**config.mk**
```make
export PLATFORM = sky130hd
export DESIGN_NAME = junction_signal_ctrl
export DESIGN_NICKNAME = d
export VERILOG_FILES = /design/src/rtl/junction_pkg.sv /design/src/rtl/presence_detect.sv /design/src/rtl/phase_timer.sv /design/src/rtl/light_fsm.sv /design/src/rtl/junction_signal_ctrl.sv
export SDC_FILE = /design/constraint.sdc
export NUM_CORES = 1
export LEC_CHECK = 0
export BUFFER_PORTS_ARGS = -buffer_cell sky130_fd_sc_hd__buf_2
export CAP_MARGIN = 25
export CORE_MARGIN = 1.5
export CORE_UTILIZATION = 60
export DETAILED_ROUTE_END_ITERATION = 8
export GPL_ROUTABILITY_DRIVEN = 1
export PLACE_DENSITY_LB_ADDON = 0.1
export SLEW_MARGIN = 20
export SYNTH_ARGS = -nofsm -noshare
export SYNTH_HDL_FRONTEND = slang
export SYNTH_SLANG_ARGS = --single-unit
export TNS_END_PERCENT = 5
```
**constraint.sdc**
```tcl
create_clock -name clk_i -period 3.2 [get_ports clk_i]
set_input_delay 0.32 -clock clk_i [delete_from_list [all_inputs] [get_ports clk_i]]
set_output_delay 0.32 -clock clk_i [all_outputs]
set_load 0.02 [all_outputs]
```
**src/rtl/junction_pkg.sv**
```systemverilog
package junction_pkg;

  typedef enum logic [1:0] {
    PH_MAIN_GO    = 2'd0,
    PH_MAIN_AMBER = 2'd1,
    PH_SIDE_GO    = 2'd2,
    PH_SIDE_AMBER = 2'd3
  } phase_e;

  function automatic phase_e phase_succ(input phase_e p);
    case (p)
      PH_MAIN_GO:    return PH_MAIN_AMBER;
      PH_MAIN_AMBER: return PH_SIDE_GO;
      PH_SIDE_GO:    return PH_SIDE_AMBER;
      default:       return PH_MAIN_GO;
    endcase
  endfunction

endpackage

```
**src/rtl/presence_detect.sv**
```systemverilog
module presence_detect (
  input  logic clk_i,
  input  logic rst_ni,
  input  logic raw_i,
  output logic pulse_o
);
  logic [1:0] sync_q;
  logic       last_q;

  always_ff @(posedge clk_i or negedge rst_ni) begin
    if (!rst_ni) begin
      sync_q <= 2'b00;
      last_q <= 1'b0;
    end else begin
      sync_q <= {sync_q[0], raw_i};
      last_q <= sync_q[1];
    end
  end

  assign pulse_o = sync_q[1] & ~last_q;

  // a level held high yields one pulse only
  assert_single_pulse_R5: assert property (@(posedge clk_i) disable iff (!rst_ni)
    pulse_o |=> !pulse_o);

endmodule

```
**src/rtl/phase_timer.sv**
```systemverilog
module phase_timer #(
  parameter int LEN_W    = 8,
  parameter int PRESCALE = 50_000_000
) (
  input  logic             clk_i,
  input  logic             rst_ni,
  input  logic             load_i,
  input  logic [LEN_W-1:0] len_i,
  output logic             expired_o
);
  logic [LEN_W-1:0] count_q, count_d;
  logic             step;
  logic             running;
  logic             cnt_en;

  assign running = (count_q != '0);

  generate
    if (PRESCALE > 1) begin : g_div
      localparam int PRE_W = $clog2(PRESCALE);
      logic [PRE_W-1:0] pre_q, pre_d;
      logic             pre_en;

      assign step   = (pre_q == PRE_W'(PRESCALE - 1));
      assign pre_en = load_i | running;

      always_comb begin
        if (load_i)    pre_d = '0;
        else if (step) pre_d = '0;
        else           pre_d = pre_q + 1'b1;
      end

      always_ff @(posedge clk_i or negedge rst_ni) begin
        if (!rst_ni)     pre_q <= '0;
        else if (pre_en) pre_q <= pre_d;
      end
    end else begin : g_nodiv
      assign step = 1'b1;
    end
  endgenerate

  assign cnt_en = load_i | (running & step);

  always_comb begin
    if (load_i) count_d = len_i;
    else        count_d = count_q - 1'b1;
  end

  always_ff @(posedge clk_i or negedge rst_ni) begin
    if (!rst_ni)     count_q <= '0;
    else if (cnt_en) count_q <= count_d;
  end

  assign expired_o = ~running;

  // expiry holds until the next load
  assert_expired_hold_R6: assert property (@(posedge clk_i) disable iff (!rst_ni)
    (expired_o && !load_i) |=> expired_o);

  // between loads the count only moves downward
  assert_no_count_up_R10: assert property (@(posedge clk_i) disable iff (!rst_ni)
    !load_i |=> (count_q <= $past(count_q)));

endmodule

```
**src/rtl/light_fsm.sv**
```systemverilog
module light_fsm
  import junction_pkg::*;
(
  input  logic   clk_i,
  input  logic   rst_ni,
  input  logic   pulse_i,
  input  logic   amber_exp_i,
  input  logic   green_exp_i,
  output phase_e phase_o,
  output logic   amber_load_o,
  output logic   green_load_o,
  output logic   green_side_o,
  output logic   green_long_o
);
  phase_e state_q, state_d;
  logic   boot_q;
  logic   req_q, req_d;
  logic   ext_q, ext_d;
  logic   adv;
  logic   enter_side, enter_main;

  always_comb begin
    case (state_q)
      PH_MAIN_GO:    adv = green_exp_i & req_q & ~boot_q;
      PH_MAIN_AMBER: adv = amber_exp_i;
      PH_SIDE_GO:    adv = green_exp_i;
      default:       adv = amber_exp_i;
    endcase
    state_d    = phase_succ(state_q);
    enter_side = adv & (state_q == PH_MAIN_AMBER);
    enter_main = adv & (state_q == PH_SIDE_AMBER);
    req_d      = enter_side ? 1'b0 : (req_q | pulse_i);
    ext_d      = enter_side ? 1'b0 : (ext_q | (pulse_i & (state_q == PH_SIDE_GO)));
  end

  always_ff @(posedge clk_i or negedge rst_ni) begin
    if (!rst_ni) begin
      state_q <= PH_MAIN_GO;
      boot_q  <= 1'b1;
      req_q   <= 1'b0;
      ext_q   <= 1'b0;
    end else begin
      if (adv)    state_q <= state_d;
      if (boot_q) boot_q  <= 1'b0;
      req_q <= req_d;
      ext_q <= ext_d;
    end
  end

  assign phase_o      = state_q;
  assign amber_load_o = adv & ((state_q == PH_MAIN_GO) | (state_q == PH_SIDE_GO));
  assign green_load_o = boot_q | enter_side | enter_main;
  assign green_side_o = enter_side;
  assign green_long_o = ext_q;

  // phases advance only to their successor
  assert_phase_order_R11: assert property (@(posedge clk_i) disable iff (!rst_ni)
    (state_q != $past(state_q)) |-> (state_q == phase_succ($past(state_q))));

  // no request keeps main green
  assert_main_hold_R3: assert property (@(posedge clk_i) disable iff (!rst_ni)
    (state_q == PH_MAIN_GO && !req_q) |=> (state_q == PH_MAIN_GO));

  // request is gone once side green has begun
  assert_req_clear_R9: assert property (@(posedge clk_i) disable iff (!rst_ni)
    (state_q == PH_SIDE_GO && $past(state_q) == PH_MAIN_AMBER) |-> !req_q);

  // amber stays until its timer has run out
  assert_amber_wait_R6: assert property (@(posedge clk_i) disable iff (!rst_ni)
    (state_q == PH_MAIN_AMBER && !amber_exp_i) |=> (state_q == PH_MAIN_AMBER));

endmodule

```
**src/rtl/junction_signal_ctrl.sv**
```systemverilog
module junction_signal_ctrl
  import junction_pkg::*;
#(
  parameter int LEN_W    = 8,
  parameter int PRESCALE = 50_000_000
) (
  input  logic             clk_i,
  input  logic             rst_ni,
  input  logic             car_raw_i,
  input  logic [LEN_W-1:0] amber_len_i,
  input  logic [LEN_W-1:0] green_main_len_i,
  input  logic [LEN_W-1:0] green_side_short_i,
  input  logic [LEN_W-1:0] green_side_long_i,
  output logic             main_grn_o,
  output logic             main_amb_o,
  output logic             main_red_o,
  output logic             side_grn_o,
  output logic             side_amb_o,
  output logic             side_red_o
);
  logic [1:0]       rst_sync_q;
  logic             rst_n;
  logic             pulse;
  logic             amber_exp, green_exp;
  logic             amber_load, green_load;
  logic             green_side, green_long;
  logic [LEN_W-1:0] green_len;
  phase_e           phase;

  always_ff @(posedge clk_i or negedge rst_ni) begin
    if (!rst_ni) rst_sync_q <= 2'b00;
    else         rst_sync_q <= {rst_sync_q[0], 1'b1};
  end
  assign rst_n = rst_sync_q[1];

  presence_detect u_sense (
    .clk_i  (clk_i),
    .rst_ni (rst_n),
    .raw_i  (car_raw_i),
    .pulse_o(pulse)
  );

  light_fsm u_fsm (
    .clk_i       (clk_i),
    .rst_ni      (rst_n),
    .pulse_i     (pulse),
    .amber_exp_i (amber_exp),
    .green_exp_i (green_exp),
    .phase_o     (phase),
    .amber_load_o(amber_load),
    .green_load_o(green_load),
    .green_side_o(green_side),
    .green_long_o(green_long)
  );

  always_comb begin
    if (!green_side)     green_len = green_main_len_i;
    else if (green_long) green_len = green_side_long_i;
    else                 green_len = green_side_short_i;
  end

  phase_timer #(.LEN_W(LEN_W), .PRESCALE(PRESCALE)) u_amber_tmr (
    .clk_i    (clk_i),
    .rst_ni   (rst_n),
    .load_i   (amber_load),
    .len_i    (amber_len_i),
    .expired_o(amber_exp)
  );

  phase_timer #(.LEN_W(LEN_W), .PRESCALE(PRESCALE)) u_green_tmr (
    .clk_i    (clk_i),
    .rst_ni   (rst_n),
    .load_i   (green_load),
    .len_i    (green_len),
    .expired_o(green_exp)
  );

  always_comb begin
    {main_grn_o, main_amb_o, main_red_o, side_grn_o, side_amb_o, side_red_o} = 6'b100001;
    case (phase)
      PH_MAIN_AMBER: {main_grn_o, main_amb_o, main_red_o,
                      side_grn_o, side_amb_o, side_red_o} = 6'b010001;
      PH_SIDE_GO:    {main_grn_o, main_amb_o, main_red_o,
                      side_grn_o, side_amb_o, side_red_o} = 6'b001100;
      PH_SIDE_AMBER: {main_grn_o, main_amb_o, main_red_o,
                      side_grn_o, side_amb_o, side_red_o} = 6'b001010;
      default: ;
    endcase
  end

  // one lamp per road in every cycle
  assert_one_lamp_R2: assert property (@(posedge clk_i) disable iff (!rst_n)
    ($countones({main_grn_o, main_amb_o, main_red_o}) == 1) &&
    ($countones({side_grn_o, side_amb_o, side_red_o}) == 1));

endmodule

```
* Word-level counts from Yosys, hierarchy flattened
Index checks and enable logic that the tools add are counted.
** Word-level totals
- Flip-flop bits (word level) :: 78
- Input bits :: 35
- Output and inout port bits :: 6
- Logic and storage cells :: 65
** Cells by class
- $add $sub $neg :: 4
- Equal/unequal tests :: 5
- Multiplexer cells :: 18
- Bitwise gates (word level) :: 22
- Reductions and logical operators :: 5
** Operator list (number)
- 2-to-1 mux 26 bit :: 4
- adder 26 x 1 -> 26 bit, second input constant :: 2
- equality test 26 bit, second input constant :: 2
- 2-to-1 mux 8 bit :: 4
- nonzero test 8 bit :: 2
- subtractor 8 x 1 -> 8 bit, second input constant :: 2
- AND 1 bit :: 9
- OR 1 bit :: 9
- 2-to-1 mux 1 bit :: 8
- one-hot mux 2 bit (3 select lines) :: 1
- equality test 2 bit, second input constant :: 2
- inverter 1 bit :: 4
- OR reduction 3 bit :: 1
- equality test 2 x 1 -> 1 bit, second input constant :: 1
- logical NOT 2 bit :: 1
- one-hot mux 1 bit (2 select lines) :: 1
- OR reduction 2 bit :: 1

* Logic depth before layout (Yosys ltp)
Gate-level depths: netlist (run 1).
- Depth after elaboration :: 9
- Mapped depth :: 11
- Mapped depth without buffers :: 7

* By module
From an unflattened synthesis (run 1), not the netlist that was laid out.
** Second synthesis, totals
- Cells, all modules :: 547
- Area total of the unflattened synthesis :: 4875.9 sq um
** By module, submodules not included
- phase_timer :: times used 2, cells an instance 239, area an instance 2098.3 sq um, sequential area each 850.8 sq um
- light_fsm :: times used 1, cells an instance 29, area an instance 329.1 sq um, sequential area each 126.4 sq um
- junction_signal_ctrl :: times used 1, cells an instance 36, area an instance 261.5 sq um, sequential area each 50.0 sq um
- presence_detect :: times used 1, cells an instance 4, area an instance 88.8 sq um, sequential area each 75.1 sq um

* Least setup slack after synthesis (run 1)
OpenSTA, ideal clock, no wires.
- Kind :: register to register
- From :: register u_fsm.state_q[1] (netlist: u_fsm.phase_o[1])
- To :: register u_green_tmr.g_div.pre_q[9]
- Library setup time :: 0.078 ns
- Arrival :: 2.367 ns
- Data required time :: 3.122 ns
- Slack :: 0.755 ns
- Stages on the path, launching flop included :: 12
- Path buffers :: 4
- Period minus slack after synthesis :: 2.445 ns
- Path through :: dfrtp_1 > inv_1 > ha_1 > buf_2 > or2_2 > a41oi_2 > and3_1 > buf_2 > buf_6 > buf_2 > o21ai_0 > a21oi_1
** On the way
- Longest elaborated chain between the ends :: 6
- Elaborated cells on any way between the ends :: 11
- Classes of those cells :: 3 x eq/ne; 2 x mux; 5 x bitwise; 1 x reduce/logical
** RTL lines
- start: declaration :: RTL line light_fsm.sv:15 : phase_e state_q, state_d;
- start signal: assignment :: RTL line light_fsm.sv:43 : if (adv) state_q <= state_d;
- equality test 2 bit / logical NOT 2 bit (equally long branches) :: RTL line light_fsm.sv:23 : case (state_q)
- one-hot mux 1 bit (2 select lines) :: RTL line light_fsm.sv:23
- AND 1 bit :: RTL line light_fsm.sv:30 : enter_side = adv & (state_q == PH_MAIN_AMBER);
- OR 1 bit :: RTL line light_fsm.sv:52 : assign green_load_o = boot_q | enter_side | enter_main;
- OR 1 bit * :: RTL line light_fsm.sv:52
- 2-to-1 mux 26 bit / OR 1 bit (equally long branches) :: RTL line phase_timer.sv:28, phase_timer.sv:25
- end signal: assignment :: RTL line phase_timer.sv:35 : else if (pre_en) pre_q <= pre_d;
- end: declaration :: RTL line phase_timer.sv:21 : logic [PRE_W-1:0] pre_q, pre_d;
Every way passes the cells marked *; elsewhere a longest branch is shown, timed or not.
A chain may end at the register's enable or synchronous reset.

* Final worst setup path (run 1)
- From :: register u_fsm.state_q[1] (netlist: u_fsm.phase_o[1])
- To :: register u_green_tmr.g_div.pre_q[18]
Same word-level chain as after synthesis.

==> flow_metrics.env, run 1 <==
export IMPL_antennaDiodeCount=0
export IMPL_layout_nets=591
export IMPL_cts_buffer_depth=2
export IMPL_drive_gt1_frac=0.173
export IMPL_dpl_hpwl_um=7560
export IMPL_fin_tns_setup_ps=0
export IMPL_endpoint_kind="register"
export IMPL_syn_cell_area_mm2=0.00470
export IMPL_reg2reg_depth=8
export IMPL_clock_skew_ps=12.5
export IMPL_worstPathMaxFanout=11
export IMPL_syn_nets=549
export IMPL_max_cap_violations=0
export IMPL_required_ps=3490
export IMPL_nFillCells=629
export IMPL_yosys_register_bits=78
export IMPL_gp_congestion=0.886
export IMPL_r2r_slack_ps=400
export IMPL_finalHoldViolations=0
export IMPL_cp_start_kind="register"
export IMPL_die_x_um=91.5
export IMPL_ff_latch_area_mm2=0.00196
export IMPL_wirelength_um=10900
export IMPL_firstDrtPassIters=4
export IMPL_portBuffers=40
export IMPL_dpl_cell_area_mm2=0.00500
export IMPL_gr_total_overflow=0
export IMPL_final_common_cell="dfrtp_1"
export IMPL_yosysTopAreaCellShare=0.410
export IMPL_vias=4089
export IMPL_p_leak_nw=2.11
export IMPL_yosys_warnings=0
export IMPL_clk_pin_slew_worst_paths_ps=90
export IMPL_clock_sinks=78
export IMPL_ios=41
export IMPL_whs_path_depth=1
export IMPL_grt_pass1_wl_um=18600
export IMPL_rsz0062_at_grt="false"
export IMPL_slowest_delay_ps=480
export IMPL_fmax_mhz=357
export IMPL_finalSetupViolCount=0
export IMPL_vias_per_cell=6.27
export IMPL_comb_power_share=0.214
export IMPL_reg2reg_from="u_fsm.phase_o[1]"
export IMPL_synth_ff_type="dfrtp_1"
export IMPL_h_tree_depth=3
export IMPL_die_y_um=91.5
export IMPL_drc=0
export IMPL_antenna_found_initial=0
export IMPL_crit_arrival_ps=3090
export IMPL_cp_num_buf_inv=2
export IMPL_min_from="car_raw_i"
export IMPL_wire_per_inst_um=16.8
export IMPL_hp_class="input pin to register"
export IMPL_core_area_mm2=0.00765
export IMPL_design_power_total_mw=2.48
export IMPL_grt_max_degree=77
export IMPL_finalMaxSlewViolations=0
export IMPL_cts_made_buffers=9
export IMPL_syn_inst=503
export IMPL_max_slew_margin=0.509
export IMPL_drt_iter0_drc=174
export IMPL_syn2layout_area_growth_pct=11.0
export IMPL_p_per_area_mw_per_mm2=475
export IMPL_crit_slowest_cell="a21boi_1"
export IMPL_track_usage=0.275
export IMPL_min_to="u_sense.sync_q[0]"
export IMPL_r2r_end="u_green_tmr.g_div.pre_q[18]"
export IMPL_internal_power_mw=1.62
export IMPL_p_sw_mw=0.854
export IMPL_seqPwrFrac=0.514
export IMPL_post_cts_resized=0
export IMPL_multi_input_area_mm2=0.00258
export IMPL_async_reset_ff_frac=1.00
export IMPL_yosysSeqAreaShare=0.416
export IMPL_ant_nets=0
export IMPL_cts_tree="built"
export IMPL_status="finished, final reports clean"
export IMPL_grt_pass1_vias=4033
export IMPL_p_clk_frac=0.273
export IMPL_p_sw_frac=0.345
export IMPL_max_vdd_ir_drop_mv=0.294
export IMPL_rows=32
export IMPL_die_area_mm2=0.00837
export IMPL_synth_edff_count=0
export IMPL_post_route_min_period_ps=2800
export IMPL_post_route_cell_area_mm2=0.00522
export IMPL_initial_utilization=0.615
export IMPL_yosysTopAreaCell="dfrtp_1"
export IMPL_worst_slack_ps=396
export IMPL_crit_family="compound AO/OA/AOI/OAI gates"
export IMPL_yosys_cell_types_count=71
export IMPL_crit_chain="inv_1 > ha_1 > or2_2 > a41oi_2 > a21boi_1 > o21ai_2 > buf_4 > a21oi_1"
export IMPL_cts_root_buf="clkbuf_8"
export IMPL_finalCritPeriodShare=0.876
export IMPL_critPathKind="register to register"
export IMPL_yosys_top_cells_area="dfrtp_1 (41%), nor2_1 (3.7%), xnor2_1 (3.5%), or4_1 (3.0%), ha_1 (2.9%)"
export IMPL_dp_slack_ps=447
export IMPL_final_cell_mix="dfrtp_1 (76), nor2_1 (46), buf_2 (40)"
export IMPL_syn_area_per_cell_um2=9.34
export IMPL_tightest_slew_ps=735
export IMPL_clk_latency_ps=360
[layout make-up]
type,instances,area share
multi-input cells,387,0.494
flip-flops and latches,78,0.375
well taps,102,0.0245
repair buffers,53,0.0614
clock buffers,10,0.0245
inverters,16,0.0115
clock inverters,6,0.00888
[synthesized netlist by cell type (all sizes together) (12+ instances only)]
master	instances
nand2	35
o31ai	14
nand4	12
a21oi	25
nor2	47
xnor2	19
or4	20
buf	13
o21ai	26
inv	16
dfrtp	77
nand3	27
[power by group through the flow]
stage,combinational [mW],sequential [mW],clock (mW)
final,0.529,1.27,0.676
after global routing,0.595,1.30,0.727
after CTS,0.513,1.28,0.682
after detailed placement,0.511,1.30,0
after global placement,0.489,1.29,0
after floorplan,0.402,1.26,0
[sequential cells by signal, summed over array words and instances (netlist names)]
signal and count:
u_fsm.boot_q 1, u_amber_tmr.g_div.pre_q 26, u_green_tmr.count_q 8, u_fsm.req_q 1
u_sense.sync_q 2, u_sense.last_q 1, u_fsm.phase_o 2, u_green_tmr.g_div.pre_q 26
u_fsm.green_long_o 1, rst_sync_q 2, u_amber_tmr.count_q 8
[metal layers]
| metal | track usage | vias up | wire, um |
|---|---|---|---|
| met5 | 0 | - | 0 |
| met1 | 0.343 | 1998 | 4720 |
| met4 | 0.113 | 0 | 171 |
| met2 | 0.478 | 102 | 5620 |
| met3 | 0.0352 | 16 | 439 |
| li1 | - | 1973 | - |
[cells by family after synthesis]
logic type / Yosys count / synth area share
mux: 12 / 0.0274
other cells: 2 / 0.00160
simple gates: 211 / 0.260
compound gates: 121 / 0.174
fa+ha+maj: 11 / 0.0293
flops: 78 / 0.416
buf+inv: 38 / 0.0362
xor+xnor: 30 / 0.0559
[worst max path at each step]
stage,start,to,slack [ps],cells after the start
4_1_cts,u_fsm.phase_o[1],u_green_tmr.g_div.pre_q[18],430,8
2_1_floorplan,u_fsm.phase_o[1],u_green_tmr.g_div.pre_q[9],760,11
6_report,u_fsm.phase_o[1],u_green_tmr.g_div.pre_q[18],400,8
3_5_place_dp,u_fsm.phase_o[1],u_green_tmr.g_div.pre_q[18],450,8
3_3_place_gp,u_fsm.phase_o[1],u_green_tmr.g_div.pre_q[7],520,8
5_1_grt,u_fsm.phase_o[1],u_green_tmr.g_div.pre_q[7],180,8
[stage by stage]
stage	cells	hold slack (ps)	utilization
after floorplan	503	24.4	-
after global placement	633	106	0.653
after detailed placement	633	109	0.653
after CTS	650	61.0	0.677
after global routing	652	54.7	0.682
final	652	69.1	0.682
[timing repair]
item,4_1_cts,5_1_grt
setup buffers,0,0
hold buffers,1,0
endpoints found under the hold margin,2,0
Power figures use the tool's default switching activity.
==> run 2, diff against run 1 <==
--- a/config.mk
+++ b/config.mk
@@ -9,6 +9,8 @@
 export CAP_MARGIN = 25
 export CORE_MARGIN = 1.5
 export CORE_UTILIZATION = 60
+export CTS_BUF_LIST = sky130_fd_sc_hd__clkbuf_8
+export CTS_CLUSTER_SIZE = 10
 export DETAILED_ROUTE_END_ITERATION = 8
 export GPL_ROUTABILITY_DRIVEN = 1
 export PLACE_DENSITY_LB_ADDON = 0.1
==> flow_metrics.env, run 2 (synthesis gave the netlist of run 1 again) <==
export IMPL_dp_slack_ps=447
export IMPL_track_usage=0.275
export IMPL_gr_total_overflow=0
export IMPL_tightest_slew_ps=734
export IMPL_worstPathMaxFanout=11
export IMPL_crit_arrival_ps=3090
export IMPL_top_usage_layer="met2"
export IMPL_gp_congestion=0.886
export IMPL_max_slew_margin=0.509
export IMPL_slowest_delay_ps=480
export IMPL_drt_iter0_drc=177
export IMPL_die_y_um=91.5
export IMPL_finalHoldViolations=0
export IMPL_drive_gt1_frac=0.173
export IMPL_hold_buffers=1
export IMPL_r2r_slack_ps=400
export IMPL_crit_chain="inv_1 > ha_1 > or2_2 > a41oi_2 > a21boi_1 > o21ai_2 > buf_4 > a21oi_1"
export IMPL_h_tree_depth=3
export IMPL_rows=32
export IMPL_grt_use_met2=0.478
export IMPL_clock_skew_ps=11.9
export IMPL_clk_pin_slew_worst_paths_ps=90
export IMPL_fin_util=0.682
export IMPL_clk_latency_ps=360
export IMPL_initial_utilization=0.615
export IMPL_crit_slowest_cell="a21boi_1"
export IMPL_endpoint_kind="register"
export IMPL_wire_per_inst_um=16.8
export IMPL_layout_nets=591
export IMPL_post_route_cell_area_mm2=0.00522
export IMPL_reg2reg_depth=8
export IMPL_antenna_found_initial=0
export IMPL_nFillCells=629
export IMPL_die_x_um=91.5
export IMPL_cts_root_buf="clkbuf_8"
export IMPL_portBuffers=40
export IMPL_met1_usage=0.343
export IMPL_grt_pass1_vias=4033
export IMPL_p_leak_nw=2.12
export IMPL_status="finished, final reports clean"
export IMPL_startpoint="u_fsm.phase_o[1]"
export IMPL_max_vdd_ir_drop_mv=0.294
export IMPL_r2r_end="u_green_tmr.g_div.pre_q[18]"
export IMPL_post_cts_resized=0
export IMPL_max_cap_violations=0
export IMPL_syn2layout_area_growth_pct=11.0
export IMPL_finalCritPeriodShare=0.876
export IMPL_final_cell_mix="dfrtp_1 (76), nor2_1 (46), buf_2 (40)"
export IMPL_reg2reg_from="u_fsm.phase_o[1]"
export IMPL_dpl_hpwl_um=7560
export IMPL_p_per_area_mw_per_mm2=475
export IMPL_worst_slack_ps=397
export IMPL_clock_sinks=78
export IMPL_dpl_cell_area_mm2=0.00500
export IMPL_fin_tns_setup_ps=0
export IMPL_critPathKind="register to register"
export IMPL_post_route_min_period_ps=2800
export IMPL_fmax_mhz=357
export IMPL_drc=0
export IMPL_cp_start_kind="register"
export IMPL_fin_cells=652
export IMPL_ant_nets=0
export IMPL_finalSetupViolCount=0
export IMPL_grt_use_met3=0.0352
export IMPL_grt_max_degree=77
export IMPL_reg_largest_list="u_amber_tmr.g_div.pre_q (26), u_green_tmr.g_div.pre_q (26)"
export IMPL_cp_num_buf_inv=2
export IMPL_cts_made_buffers=9
export IMPL_core_area_mm2=0.00765
export IMPL_die_area_mm2=0.00837
export IMPL_grt_pass1_wl_um=18600
export IMPL_vias=4076
export IMPL_antennaDiodeCount=0
export IMPL_hp_class="input pin to register"
export IMPL_crit_family="compound AO/OA/AOI/OAI gates"
export IMPL_wirelength_um=10900
export IMPL_ios=41
export IMPL_vias_per_cell=6.25
export IMPL_rsz0062_at_grt="false"
export IMPL_cts_buffer_depth=2
export IMPL_cts_setup_buffers=0
export IMPL_final_common_cell="dfrtp_1"
export IMPL_place_inst=633
export IMPL_firstDrtPassIters=4
export IMPL_worst_path_stages=8
export IMPL_finalMaxSlewViolations=0
export IMPL_endpoint="u_green_tmr.g_div.pre_q[18]"
export IMPL_cts_tree="built"
export IMPL_required_ps=3490
## run 2: changes by cell type in the layout (fill, tap and decap cells not counted), sizes merged
cell    previous run  this run
inv               17        18
clkbuf            10         9
## run 2: layout make-up
type	instances	area, um^2	share of cell area
Tap cell	102	128	0.0245
Multi-Input combinational cell	387	2580	0.494
Timing Repair Buffer	53	320	0.0614
Clock buffer	9	124	0.0238
Sequential cell	78	1960	0.375
Inverter	16	60.1	0.0115
Clock inverter	7	50.0	0.00960
## run 2: worst min-delay path by stage
stage | from | to | slack [ps] | cells after the start
2_1_floorplan | rst_ni | rst_sync_q[0] | 20 | 0
3_3_place_gp | rst_ni | rst_sync_q[0] | 110 | 1
3_5_place_dp | rst_ni | rst_sync_q[0] | 110 | 1
4_1_cts | car_raw_i | u_sense.sync_q[0] | 60 | 1
5_1_grt | car_raw_i | u_sense.sync_q[0] | 50 | 1
6_report | car_raw_i | u_sense.sync_q[0] | 70 | 1
## run 2: report_power, final
group / total, mW / switching [mW] / internal (mW)
Sequential: 1.27 / 0.162 / 1.11
Combinational: 0.530 / 0.303 / 0.227
Clock: 0.673 / 0.390 / 0.283
Total: 2.48 / 0.855 / 1.62
## run 2: metrics by stage
step	hold WS (ps)	power, mW
after floorplan	24.4	1.66
after global placement	106	1.78
after detailed placement	109	1.81
after CTS	61.0	2.47
after global routing	54.7	2.61
final	68.9	2.48
## run 2: routing by layer
layer	routed length, um	vias to the layer above
met3	408	17
met4	173	0
li1	-	1974
met2	5600	91
met5	0	-
met1	4750	1994
